--- config.mk ---
export PLATFORM = sky130hd
export DESIGN_NAME = retire_queue
export DESIGN_NICKNAME = d
export VERILOG_FILES = /design/src/rtl/retire_queue_pkg.sv /design/src/rtl/retire_queue_ptrs.sv /design/src/rtl/retire_queue_slots.sv /design/src/rtl/retire_queue_decide.sv /design/src/rtl/retire_queue.sv
export SDC_FILE = /design/constraint.sdc
export NUM_CORES = 1
export LEC_CHECK = 0
export ABC_AREA = 1
export CAP_MARGIN = 25
export CORE_UTILIZATION = 60
export DETAILED_ROUTE_END_ITERATION = 10
export DONT_BUFFER_PORTS = 1
export GPL_ROUTABILITY_DRIVEN = 0
export HOLD_SLACK_MARGIN = 0.06
export PLACE_DENSITY_LB_ADDON = 0.05
export SLEW_MARGIN = 15
export SYNTH_ARGS = -nofsm -noshare
export SYNTH_HDL_FRONTEND = slang
export SYNTH_SLANG_ARGS = --single-unit
--- constraint.sdc ---
create_clock -name clk -period 3.3 [get_ports clk]
set_input_delay 0.66 -clock clk [delete_from_list [all_inputs] [get_ports clk]]
set_output_delay 0.66 -clock clk [all_outputs]
set_load 0.005 [all_outputs]
--- src/rtl/retire_queue_pkg.sv ---
// Shared definitions for the reorder buffer.
// Assumes: kind codes are decoded only by retirement consumers.
package retire_queue_pkg;

    typedef enum logic [1:0] {
        KIND_REG    = 2'd0,
        KIND_STORE  = 2'd1,
        KIND_BRANCH = 2'd2
    } inst_kind_e;

    // Advance a ring index by one, wrapping at the ring size.
    function automatic int unsigned ring_next(input int unsigned idx, input int unsigned size);
        return (idx == size - 1) ? 0 : idx + 1;
    endfunction

endpackage

--- src/rtl/retire_queue_ptrs.sv ---
// Head/tail pointers and occupancy counter of the ring.
// Assumes: retire_fire and alloc_fire are already qualified (no retire when
// empty, no alloc when full), and both are 0 whenever discard is 1.
module retire_queue_ptrs #(
    parameter int DEPTH = 8,
    localparam int TAG_W = (DEPTH > 1) ? $clog2(DEPTH) : 1,
    localparam int CNT_W = $clog2(DEPTH + 1)
) (
    input  logic             clk,
    input  logic             rst_n,
    input  logic             alloc_fire,
    input  logic             retire_fire,
    input  logic             discard,
    output logic [TAG_W-1:0] head,
    output logic [TAG_W-1:0] tail,
    output logic [CNT_W-1:0] count,
    output logic             full
);
    import retire_queue_pkg::*;

    logic [TAG_W-1:0] head_inc;
    logic [TAG_W-1:0] tail_inc;

    // Next positions after one step.
    always_comb begin
        head_inc = TAG_W'(ring_next(int'(head), DEPTH));
        tail_inc = TAG_W'(ring_next(int'(tail), DEPTH));
    end

    // Head moves on retirement.
    always_ff @(posedge clk) begin
        if (!rst_n) begin
            head <= '0;
        end else if (retire_fire) begin
            head <= head_inc;
        end
    end

    // Tail moves on allocation and snaps to head on discard.
    always_ff @(posedge clk) begin
        if (!rst_n) begin
            tail <= '0;
        end else if (discard) begin
            tail <= head;
        end else if (alloc_fire) begin
            tail <= tail_inc;
        end
    end

    // Occupancy counter distinguishes full from empty.
    always_ff @(posedge clk) begin
        if (!rst_n) begin
            count <= '0;
        end else if (discard) begin
            count <= '0;
        end else if (alloc_fire && !retire_fire) begin
            count <= count + 1'b1;
        end else if (retire_fire && !alloc_fire) begin
            count <= count - 1'b1;
        end
    end

    // Full flag from the counter.
    always_comb begin
        full = (count == CNT_W'(DEPTH));
    end

endmodule

--- src/rtl/retire_queue_slots.sv ---
// Storage for all ring slots plus a read port at the head index.
// Assumes: the allocation target is never busy; a result write only lands
// in a slot that is busy at the edge.
module retire_queue_slots #(
    parameter int DEPTH   = 8,
    parameter int DEST_W  = 5,
    parameter int DATA_W  = 32,
    parameter int CAUSE_W = 4,
    localparam int TAG_W = (DEPTH > 1) ? $clog2(DEPTH) : 1
) (
    input  logic               clk,
    input  logic               rst_n,
    input  logic               alloc_fire,
    input  logic [TAG_W-1:0]   alloc_idx,
    input  logic [1:0]         alloc_kind,
    input  logic [DEST_W-1:0]  alloc_dest,
    input  logic               wr_valid,
    input  logic [TAG_W-1:0]   wr_idx,
    input  logic [DATA_W-1:0]  wr_value,
    input  logic               wr_exc,
    input  logic [CAUSE_W-1:0] wr_cause,
    input  logic               retire_fire,
    input  logic               discard,
    input  logic [TAG_W-1:0]   rd_idx,
    output logic               rd_busy,
    output logic               rd_done,
    output logic               rd_exc,
    output logic [CAUSE_W-1:0] rd_cause,
    output logic [1:0]         rd_kind,
    output logic [DEST_W-1:0]  rd_dest,
    output logic [DATA_W-1:0]  rd_value
);
    logic               busy_v  [DEPTH];
    logic               done_v  [DEPTH];
    logic               exc_v   [DEPTH];
    logic [CAUSE_W-1:0] cause_v [DEPTH];
    logic [1:0]         kind_v  [DEPTH];
    logic [DEST_W-1:0]  dest_v  [DEPTH];
    logic [DATA_W-1:0]  value_v [DEPTH];

    for (genvar i = 0; i < DEPTH; i++) begin : g_slot
        localparam logic [TAG_W-1:0] MY_IDX = TAG_W'(i);

        logic               busy_q;
        logic               done_q;
        logic               exc_q;
        logic [CAUSE_W-1:0] cause_q;
        logic [1:0]         kind_q;
        logic [DEST_W-1:0]  dest_q;
        logic [DATA_W-1:0]  value_q;
        logic               take_alloc;
        logic               take_write;
        logic               take_retire;

        // Per-slot event decode.
        always_comb begin
            take_alloc  = alloc_fire  && (alloc_idx == MY_IDX);
            take_write  = wr_valid    && (wr_idx == MY_IDX) && busy_q;
            take_retire = retire_fire && (rd_idx == MY_IDX);
        end

        // Occupancy and completion state of the slot.
        always_ff @(posedge clk) begin
            if (!rst_n || discard) begin
                busy_q <= 1'b0;
                done_q <= 1'b0;
                exc_q  <= 1'b0;
            end else if (take_alloc) begin
                busy_q <= 1'b1;
                done_q <= 1'b0;
                exc_q  <= 1'b0;
            end else if (take_retire) begin
                busy_q <= 1'b0;
                done_q <= 1'b0;
                exc_q  <= 1'b0;
            end else if (take_write) begin
                done_q <= 1'b1;
                exc_q  <= wr_exc;
            end
        end

        // Payload captured at allocation and at result write.
        always_ff @(posedge clk) begin
            if (!rst_n) begin
                kind_q  <= '0;
                dest_q  <= '0;
                value_q <= '0;
                cause_q <= '0;
            end else begin
                if (take_alloc) begin
                    kind_q <= alloc_kind;
                    dest_q <= alloc_dest;
                end
                if (take_write) begin
                    value_q <= wr_value;
                    cause_q <= wr_cause;
                end
            end
        end

        assign busy_v[i]  = busy_q;
        assign done_v[i]  = done_q;
        assign exc_v[i]   = exc_q;
        assign cause_v[i] = cause_q;
        assign kind_v[i]  = kind_q;
        assign dest_v[i]  = dest_q;
        assign value_v[i] = value_q;
    end

    // Read port at the selected slot.
    always_comb begin
        rd_busy  = busy_v[rd_idx];
        rd_done  = done_v[rd_idx];
        rd_exc   = exc_v[rd_idx];
        rd_cause = cause_v[rd_idx];
        rd_kind  = kind_v[rd_idx];
        rd_dest  = dest_v[rd_idx];
        rd_value = value_v[rd_idx];
    end

endmodule

--- src/rtl/retire_queue_decide.sv ---
// Retirement decision for the oldest slot.
// Assumes: head state inputs come straight from slot storage; flush has
// priority over both a normal retirement and a fault.
module retire_queue_decide (
    input  logic head_busy,
    input  logic head_done,
    input  logic head_exc,
    input  logic flush_req,
    output logic retire_fire,
    output logic fault_fire,
    output logic discard
);
    // Choose between retire, fault and discard.
    always_comb begin
        retire_fire = head_busy && head_done && !head_exc && !flush_req;
        fault_fire  = head_busy && head_done &&  head_exc && !flush_req;
        discard     = flush_req || fault_fire;
    end

endmodule

--- src/rtl/retire_queue.sv ---
// Reorder buffer top: allocation at the tail, indexed result writes,
// in-order retirement at the head, deferred faults and full flush.
// Assumes: issuers respect alloc_ready; wr_tag names a tag handed out earlier.
module retire_queue #(
    parameter int DEPTH   = 8,
    parameter int DEST_W  = 5,
    parameter int DATA_W  = 32,
    parameter int CAUSE_W = 4,
    localparam int TAG_W = (DEPTH > 1) ? $clog2(DEPTH) : 1
) (
    input  logic               clk,
    input  logic               rst_n,
    input  logic               alloc_valid,
    input  logic [1:0]         alloc_kind,
    input  logic [DEST_W-1:0]  alloc_dest,
    output logic               alloc_ready,
    output logic [TAG_W-1:0]   alloc_tag,
    input  logic               wr_valid,
    input  logic [TAG_W-1:0]   wr_tag,
    input  logic [DATA_W-1:0]  wr_value,
    input  logic               wr_exc,
    input  logic [CAUSE_W-1:0] wr_cause,
    input  logic               flush_in,
    output logic               cm_valid,
    output logic [1:0]         cm_kind,
    output logic [DEST_W-1:0]  cm_dest,
    output logic [DATA_W-1:0]  cm_value,
    output logic               exc_valid,
    output logic [CAUSE_W-1:0] exc_cause
);
    localparam int CNT_W = $clog2(DEPTH + 1);

    logic [TAG_W-1:0]   head_idx;
    logic [TAG_W-1:0]   tail_idx;
    logic [CNT_W-1:0]   occ;
    logic               is_full;
    logic               alloc_fire;
    logic               retire_fire;
    logic               fault_fire;
    logic               discard;
    logic               h_busy;
    logic               h_done;
    logic               h_exc;
    logic [CAUSE_W-1:0] h_cause;
    logic [1:0]         h_kind;
    logic [DEST_W-1:0]  h_dest;
    logic [DATA_W-1:0]  h_value;

    retire_queue_ptrs #(.DEPTH(DEPTH)) u_ptrs (
        .clk         (clk),
        .rst_n       (rst_n),
        .alloc_fire  (alloc_fire),
        .retire_fire (retire_fire),
        .discard     (discard),
        .head        (head_idx),
        .tail        (tail_idx),
        .count       (occ),
        .full        (is_full)
    );

    retire_queue_slots #(
        .DEPTH   (DEPTH),
        .DEST_W  (DEST_W),
        .DATA_W  (DATA_W),
        .CAUSE_W (CAUSE_W)
    ) u_slots (
        .clk         (clk),
        .rst_n       (rst_n),
        .alloc_fire  (alloc_fire),
        .alloc_idx   (tail_idx),
        .alloc_kind  (alloc_kind),
        .alloc_dest  (alloc_dest),
        .wr_valid    (wr_valid && !discard),
        .wr_idx      (wr_tag),
        .wr_value    (wr_value),
        .wr_exc      (wr_exc),
        .wr_cause    (wr_cause),
        .retire_fire (retire_fire),
        .discard     (discard),
        .rd_idx      (head_idx),
        .rd_busy     (h_busy),
        .rd_done     (h_done),
        .rd_exc      (h_exc),
        .rd_cause    (h_cause),
        .rd_kind     (h_kind),
        .rd_dest     (h_dest),
        .rd_value    (h_value)
    );

    retire_queue_decide u_decide (
        .head_busy   (h_busy),
        .head_done   (h_done),
        .head_exc    (h_exc),
        .flush_req   (flush_in),
        .retire_fire (retire_fire),
        .fault_fire  (fault_fire),
        .discard     (discard)
    );

    // Allocation handshake at the tail.
    always_comb begin
        alloc_ready = !is_full && !discard;
        alloc_fire  = alloc_valid && alloc_ready;
        alloc_tag   = tail_idx;
    end

    // Retirement and fault outputs from the head slot.
    always_comb begin
        cm_valid  = retire_fire;
        cm_kind   = h_kind;
        cm_dest   = h_dest;
        cm_value  = h_value;
        exc_valid = fault_fire;
        exc_cause = h_cause;
    end

endmodule

==> impl_metrics.yaml, run 1 <==
outcome:
  outcome: "complete, no violations"
critical_path:
  critPathMaxFanout: 56
  cp-start-kind: "flip-flop"
  crit_type: "reg -> out"
  max_stage_delay_ns: 0.55
  crit_chain: "clkinv_2, buf_4, a21oi_1, o21ai_0, nand2_1, nor2_1, a31oi_1"
  arrival_ns: 2.50
  crit_path_top_delay_cell: "dfxtp_4"
  cp.required_ns: 2.64
  r2r_slack_ns: 0.21
  r2r_end: "u_ptrs.count[3]$_SDFFE_PP0P_"
  crit_start: "u_ptrs.head[1]$_SDFFE_PN0P_"
  reg2regPathDepth: 16
  critPathCapture: "cm_value[31]"
  crit_path_end_kind: "primary output"
  worstReg2RegStart: "u_ptrs.head[1]$_SDFFE_PN0P_"
synthesis:
  synthFlopType: "dfxtp_1"
  yosysWarnings: 0
  syn_inst: 2790
  synth-edff-count: 0
  ys_types: 35
  ys_seq_area_share_pct: 41.2
  syn_nets: 2858
  ys_ff_latch: 378
  syn_area_um2: 18400
  syn_area_per_cell_um2: 6.59
  async_flop_share_pct: 0
power:
  cellPowerDensity_nw_per_um2: 490
  max-vdd-ir-drop_v: 0.000385
  combPwrFrac_pct: 2.9
  cellLeakagePower_nw: 8.33
  p_seq_share_pct: 47.9
  pwr-share-clk_pct: 49.2
  netSwitchingFraction_pct: 21.5
  power.switching_w: 0.00206
  p_int_w: 0.00753
sta:
  maxSlewHeadroom_pct: 46.8
  rsz0062_at_grt: "false"
  fin_ws_ns: 0.137
  tightestPinTransition_ns: 0.797
  drv_slew: 0
  skew_ns: 0.0253
  fmax_mhz: 316
  setup_tns_ns: 0
  period_share_pct: 95.8
  finalSetupViolations: 0
  min_period_ns: 3.16
  hold_viol_final: 0
route:
  avgRoutedWirePerCell_um: 16.9
  wirelength_um: 51500
  ant_nets: 0
  vias: 17500
  vias_per_cell: 5.77
  first_pass_iters: 5
  drc: 0
  drt_iter0_drc: 1699
finish:
  areaGrowthSynthToFinish_pct: 6.51
  diodes: 0
  final_cells: 3039
  layout_common_cells: "nand2_1 (600), nor2_1 (545), dfxtp_1 (376)"
  layout_commonest_cell: "nand2_1"
  drive_gt1_share_pct: 5.17
  fin_area_um2: 19600
  nNetsFinal: 2689
  fin_util_pct: 65.5
place:
  dp_cells: 2966
  hpwl_um: 28100
  dp_slack_ns: 0.326
  portBuffers: 0
  placed_cell_area_um2: 18100
floorplanning:
  die_height_um: 177
  die-area_um2: 31300
  core_um2: 29900
  initial_core_util_pct: 61.5
  rows: 63
  pin_count: 101
  chipWidth_um: 177
clock_tree:
  clk_pin_slew_ns: 0.06
  htreeDepth: 2
  cts_root_buf: "clkbuf_16"
  cts_tree: "built"
  numCtsBuffers: 41
  clock_path_buffers: 3
  clock_sinks: 378
  clk_latency_ns: 0.55
min_path:
  whs_path_depth: 2
  min_path_type: "in -> reg"
  hp-start: "rst_n"
global_routing:
  grt_overflow: 0
  track_usage_pct: 32.6
  grt_pass1_wl_um: 83000
  first_global_vias: 15800
  grt_max_degree: 206
  antenna_found_initial: 0
run:
  max_cap_violations: 0
-- power groups by stage --
stage	logic (W)	registers, W	clock network, W
final	0.000275	0.00460	0.00472
after global routing	0.000303	0.00460	0.00495
after CTS	0.000273	0.00460	0.00478
after detailed placement	0.000270	0.00470	0
after global placement	0.000268	0.00470	0
after floorplan	0.000313	0.00470	0
-- flip-flops by register name (all words and copies together) (netlist names) --
register,flops
u_slots.g_slot.exc_q,8
u_slots.g_slot.busy_q,8
u_slots.g_slot.done_q,8
u_slots.g_slot.cause_q,32
u_slots.g_slot.value_q,256
u_slots.g_slot.kind_q,16
u_ptrs.tail,3
u_ptrs.head,3
u_ptrs.count,4
u_slots.g_slot.dest_q,40
-- critical path, delay by kind of cell (launching register included) --
| kind | cells | cell delay (ns) |
|---|---|---|
| AO/OA/AOI/OAI | 3 | 0.67 |
| buffers and inverters | 2 | 0.59 |
| AND/OR/NAND/NOR | 2 | 0.12 |
| flip-flops | 1 | 0.55 |
-- cell families after synthesis --
kind of cell / after synthesis / share of synthesized area, %
compound gates: 535 / 15.0
xor+xnor: 3 / 0.143
fa+ha+maj: 16 / 1.13
buf+inv: 460 / 10.7
flops: 378 / 41.2
simple gates: 1398 / 31.9
-- worst min path at each step --
stage | to | slack, ns
4_1_cts | u_slots.g_slot[1].cause_q[0]$_SDFFE_PN0P_ | 0.24
6_report | u_slots.g_slot[5].value_q[29]$_SDFFE_PN0P_ | 0.25
5_1_grt | u_slots.g_slot[5].value_q[29]$_SDFFE_PN0P_ | 0.24
3_3_place_gp | u_slots.g_slot[4].value_q[0]$_SDFFE_PN0P_ | 0.45
2_1_floorplan | u_slots.g_slot[1].busy_q$_SDFFE_PP0P_ | 0.44
3_5_place_dp | u_slots.g_slot[4].value_q[9]$_SDFFE_PN0P_ | 0.45
-- through the flow --
stage          total power (W)  hold slack [ns]
4_1_cts                0.00966            0.241
3_5_place_dp           0.00497            0.452
6_report               0.00959            0.248
3_3_place_gp           0.00497            0.448
2_1_floorplan          0.00501            0.438
5_1_grt                0.00985            0.236
-- synth_stat cells, types with 2 or more instances --
| library cell | count | share of area (%) |
|---|---|---|
| nand4_2 | 5 | 0.34 |
| dfxtp_1 | 378 | 41 |
| o21ai_0 | 176 | 4.8 |
| buf_2 | 81 | 2.2 |
| nand2_2 | 2 | 0.068 |
| a31oi_1 | 43 | 1.5 |
| nand4_1 | 148 | 5.0 |
| nor2_4 | 7 | 0.43 |
| nand2_1 | 600 | 12 |
| buf_6 | 10 | 0.61 |
| inv_1 | 202 | 4.1 |
| ha_1 | 15 | 1.0 |
| clkbuf_1 | 107 | 2.2 |
| nor4b_1 | 2 | 0.095 |
| a21oi_1 | 297 | 8.1 |
| nand3_1 | 78 | 2.1 |
| xnor2_1 | 2 | 0.095 |
| nor2_1 | 550 | 11 |
| clkbuf_2 | 9 | 0.25 |
| o22ai_1 | 7 | 0.24 |
| a211oi_1 | 2 | 0.082 |
| o21ai_1 | 8 | 0.22 |
| buf_4 | 15 | 0.61 |
| inv_2 | 7 | 0.14 |
| buf_1 | 29 | 0.59 |
-- per-layer routing --
layer	GRT usage [%]	share of wire, %	up-vias
met3	5.28	8.3	72
met2	52.8	45	698
met5	0	0	-
met4	9.41	1.8	0
met1	44.5	44	8108
li1	-	-	8642
-- timing repair --
item	CTS	global route
setup buffers	0	0
gates resized for setup	0	5
hold buffers	0	0
endpoints found under the setup margin	0	25
-- cell type report --
| cell class | count | area [um^2] |
|---|---|---|
| tap | 390 | 488 |
| multi-input combinational | 1952 | 8890 |
| inverter | 209 | 797 |
| fill | 2732 | 10300 |
| sequential | 378 | 7570 |
| timing repair buffer | 39 | 432 |
| clock buffer | 63 | 1270 |
| clock inverter | 8 | 119 |
No activity file was read; power rests on OpenSTA's default activity.
==> run 2, diff against run 1 <==
--- a/config.mk
+++ b/config.mk
@@ -16,4 +16,5 @@
 export SLEW_MARGIN = 15
 export SYNTH_ARGS = -nofsm -noshare
 export SYNTH_HDL_FRONTEND = slang
+export SYNTH_HIERARCHICAL = 1
 export SYNTH_SLANG_ARGS = --single-unit
==> run 2 against run 1 <==
Net effect:
- the run now ends with design-rule violations left
- wire length about the same
- area after synthesis down 4.0%
- fmax down 0.15%
- power down 2.6%
- global-route usage up 1.6 points
- utilization up 0.61 points
- critical endpoint is now cm_dest[3]
- highest routed layer unchanged
==> impl_metrics.yaml, run 2 <==
outcome:
  outcome: "finished with violations"
  violations: "design-rule violations"
critical_path:
  max_stage_delay_ns: 0.40
  crit_top_cell: "nand2_1"
  cp.required_ns: 2.64
  crit_path_top_delay_cell: "dfxtp_2"
  reg2regPathDepth: 17
  crit_path_end_kind: "primary output"
  cp-start-kind: "flip-flop"
  path_depth: 9
  crit_chain: "buf_6, buf_4, nand2_1, clkinv_1, buf_4, nand2_1, nand3_1, nand2_1, nand2_1"
  arrival_ns: 2.51
  crit_type: "reg -> out"
  critical_path_buf_inv_count: 4
  critPathMaxFanout: 28
  critical_path.top_delay_family: "buffers and inverters"
finish:
  largest_register: "u_slots/g_slot.value_q"
  largest_reg_flops: 256
  layout_common_cells: "nand2_1 (955), nor2_1 (541), dfxtp_1 (375)"
  regArea_um2: 7570
  diodes: 0
  top_regs: "u_slots/g_slot.value_q (256), u_slots/g_slot.dest_q (40), u_slots/g_slot.cause_q (32)"
  fill_cells: 2664
  drive_gt1_share_pct: 7.02
  areaGrowthSynthToFinish_pct: 7.87
  multiInputGateArea_um2: 8740
  nNetsFinal: 2709
  layout_commonest_cell: "nand2_1"
route:
  wirelength_um: 51500
  avgRoutedWirePerCell_um: 16.8
  ant_nets: 0
  vias: 17100
  first_pass_iters: 10
  drc: 1
  drt_iter0_drc: 1760
  vias_per_cell: 5.59
sta:
  holdWs_ns: 0.241
  fin_ws_ns: 0.133
  tightestPinTransition_ns: 0.810
  finalSetupViolations: 0
  hold_viol_final: 0
  drv_slew: 0
  skew_ns: 0.0104
  min_period_ns: 3.17
  period_share_pct: 96.0
  setup_tns_ns: 0
  rsz0062_at_grt: "false"
  maxSlewHeadroom_pct: 45.9
  fmax_mhz: 316
place:
  dp_slack_ns: 0.182
  hpwl_um: 30400
  portBuffers: 0
clock_tree:
  cts_tree: "built"
  clock_sinks: 378
  numCtsBuffers: 41
  cts_root_buf: "clkbuf_16"
  clk_latency_ns: 0.52
  clock_path_buffers: 3
  cts-hold-fix-buffers: 0
  htreeDepth: 2
  clk_pin_slew_ns: 0.06
synthesis:
  ys_top_cells_by_count: "nand2_1 (956), nor2_1 (543), dfxtp_1 (378)"
  syn_area_um2: 17600
  ys_ff_latch: 378
  syn_inst: 2754
  yosysTopAreaCell: "dfxtp_1"
  synth_top_area_share_pct: 42.9
  ys_seq_area_share_pct: 42.9
  synthTopCellsByArea: "dfxtp_1 (43%), nand2_1 (20%), nor2_1 (12%)"
  synth-edff-count: 0
  yosysWarnings: 6
  syn_nets: 2814
  yosysMostFrequentCell: "nand2_1"
  synthFlopType: "dfxtp_1"
  ys_types: 33
  async_flop_share_pct: 0
  syn_area_per_cell_um2: 6.41
run:
  max_cap_violations: 0
global_routing:
  track_usage_pct: 34.2
  grt_max_degree: 279
  grt_pass1_wl_um: 84300
  first_global_vias: 16400
  antenna_found_initial: 0
  grt_overflow: 0
power:
  cellLeakagePower_nw: 8.49
  max-vdd-ir-drop_v: 0.000436
  cellPowerDensity_nw_per_um2: 491
  power_w: 0.00934
floorplanning:
  core_um2: 28800
  die_height_um: 173
  chipWidth_um: 173
  die-area_um2: 30100
  pin_count: 101
  rows: 62
  initial_core_util_pct: 61.3
min_path:
  min_path_type: "in -> reg"
  whs_path_depth: 2
## run 2: cell count changes in the layout (fill, tap and decap cells not counted), sizes merged, moves of 3 or more
cell	before	now
nand2	603	961
a21oi	297	97
nand4	153	6
inv	208	86
o21ai	184	280
nand3	79	138
a31oi	43	2
nor2	557	582
buf	39	55
clkinv	6	15
ha	15	7
o22ai	7	0
clkbuf	63	60
## run 2: kinds of logic after synthesis
| logic type | synth area share [%] |
|---|---|
| and+or+nand+nor | 37.8 |
| AOI/OAI and AO/OA | 10.8 |
| DFF | 42.9 |
| buffers and inverters | 7.77 |
| adders and majority gates | 0.610 |
| xor gates and xnor gates | 0.0993 |
## run 2: metrics by stage
stage	instances	util, %	cell area [um^2]
CTS	3061	66.0	19000
detailed placement	2989	61.3	17600
global placement	2989	61.3	17600
global route	3062	66.1	19000
floorplan	2754	-	17600
finish	3062	66.1	19000
## run 2: repair_timing
item | in CTS | in global routing
gates resized for setup | 0 | 7
setup endpoints to repair | 0 | 130
buffers inserted | 0 | 1
## run 2: layout make-up
cell class,instances,share of cell area [%]
repair buffers,55,2.69
well taps,384,2.52
clock buffers,60,6.40
clock inverters,12,0.723
flip-flops and latches,378,39.8
inverters,93,1.93
multi-input cells,2080,45.9
## run 2: path summary, 6_finish.rpt
kind	from	to	slack [ns]
hold reg to reg	u_slots/g_slot[4].done_q$_SDFFE_PP0P_	u_slots/g_slot[4].done_q$_SDFFE_PP0P_	0.45
hold / removal	rst_n	u_ptrs/tail[2]$_SDFFE_PN0P_	0.24
setup reg to reg	u_ptrs/head[0]$_SDFFE_PN0P_	u_slots/g_slot[2].dest_q[0]$_SDFFE_PN0P_	0.18
setup / recovery	u_ptrs/head[1]$_SDFFE_PN0P_	cm_dest[3]	0.13
## run 2: per-layer routing
| metal | wire [um] | GRT usage (%) |
|---|---|---|
| met1 | 21800 | 43.8 |
| met2 | 24200 | 58.6 |
| met3 | 4000 | 4.87 |
| met4 | 1490 | 12.6 |
| met5 | 0 | 0 |
## run 2: power breakdown
| part | internal (W) | switching, W | leakage [nW] | total [W] |
|---|---|---|---|---|
| sequential | 0.00457 | 0.00000840 | 3.05 | 0.00458 |
| clock | 0.00278 | 0.00182 | 0.674 | 0.00460 |
| combinational | 0.0000528 | 0.000105 | 4.77 | 0.000158 |
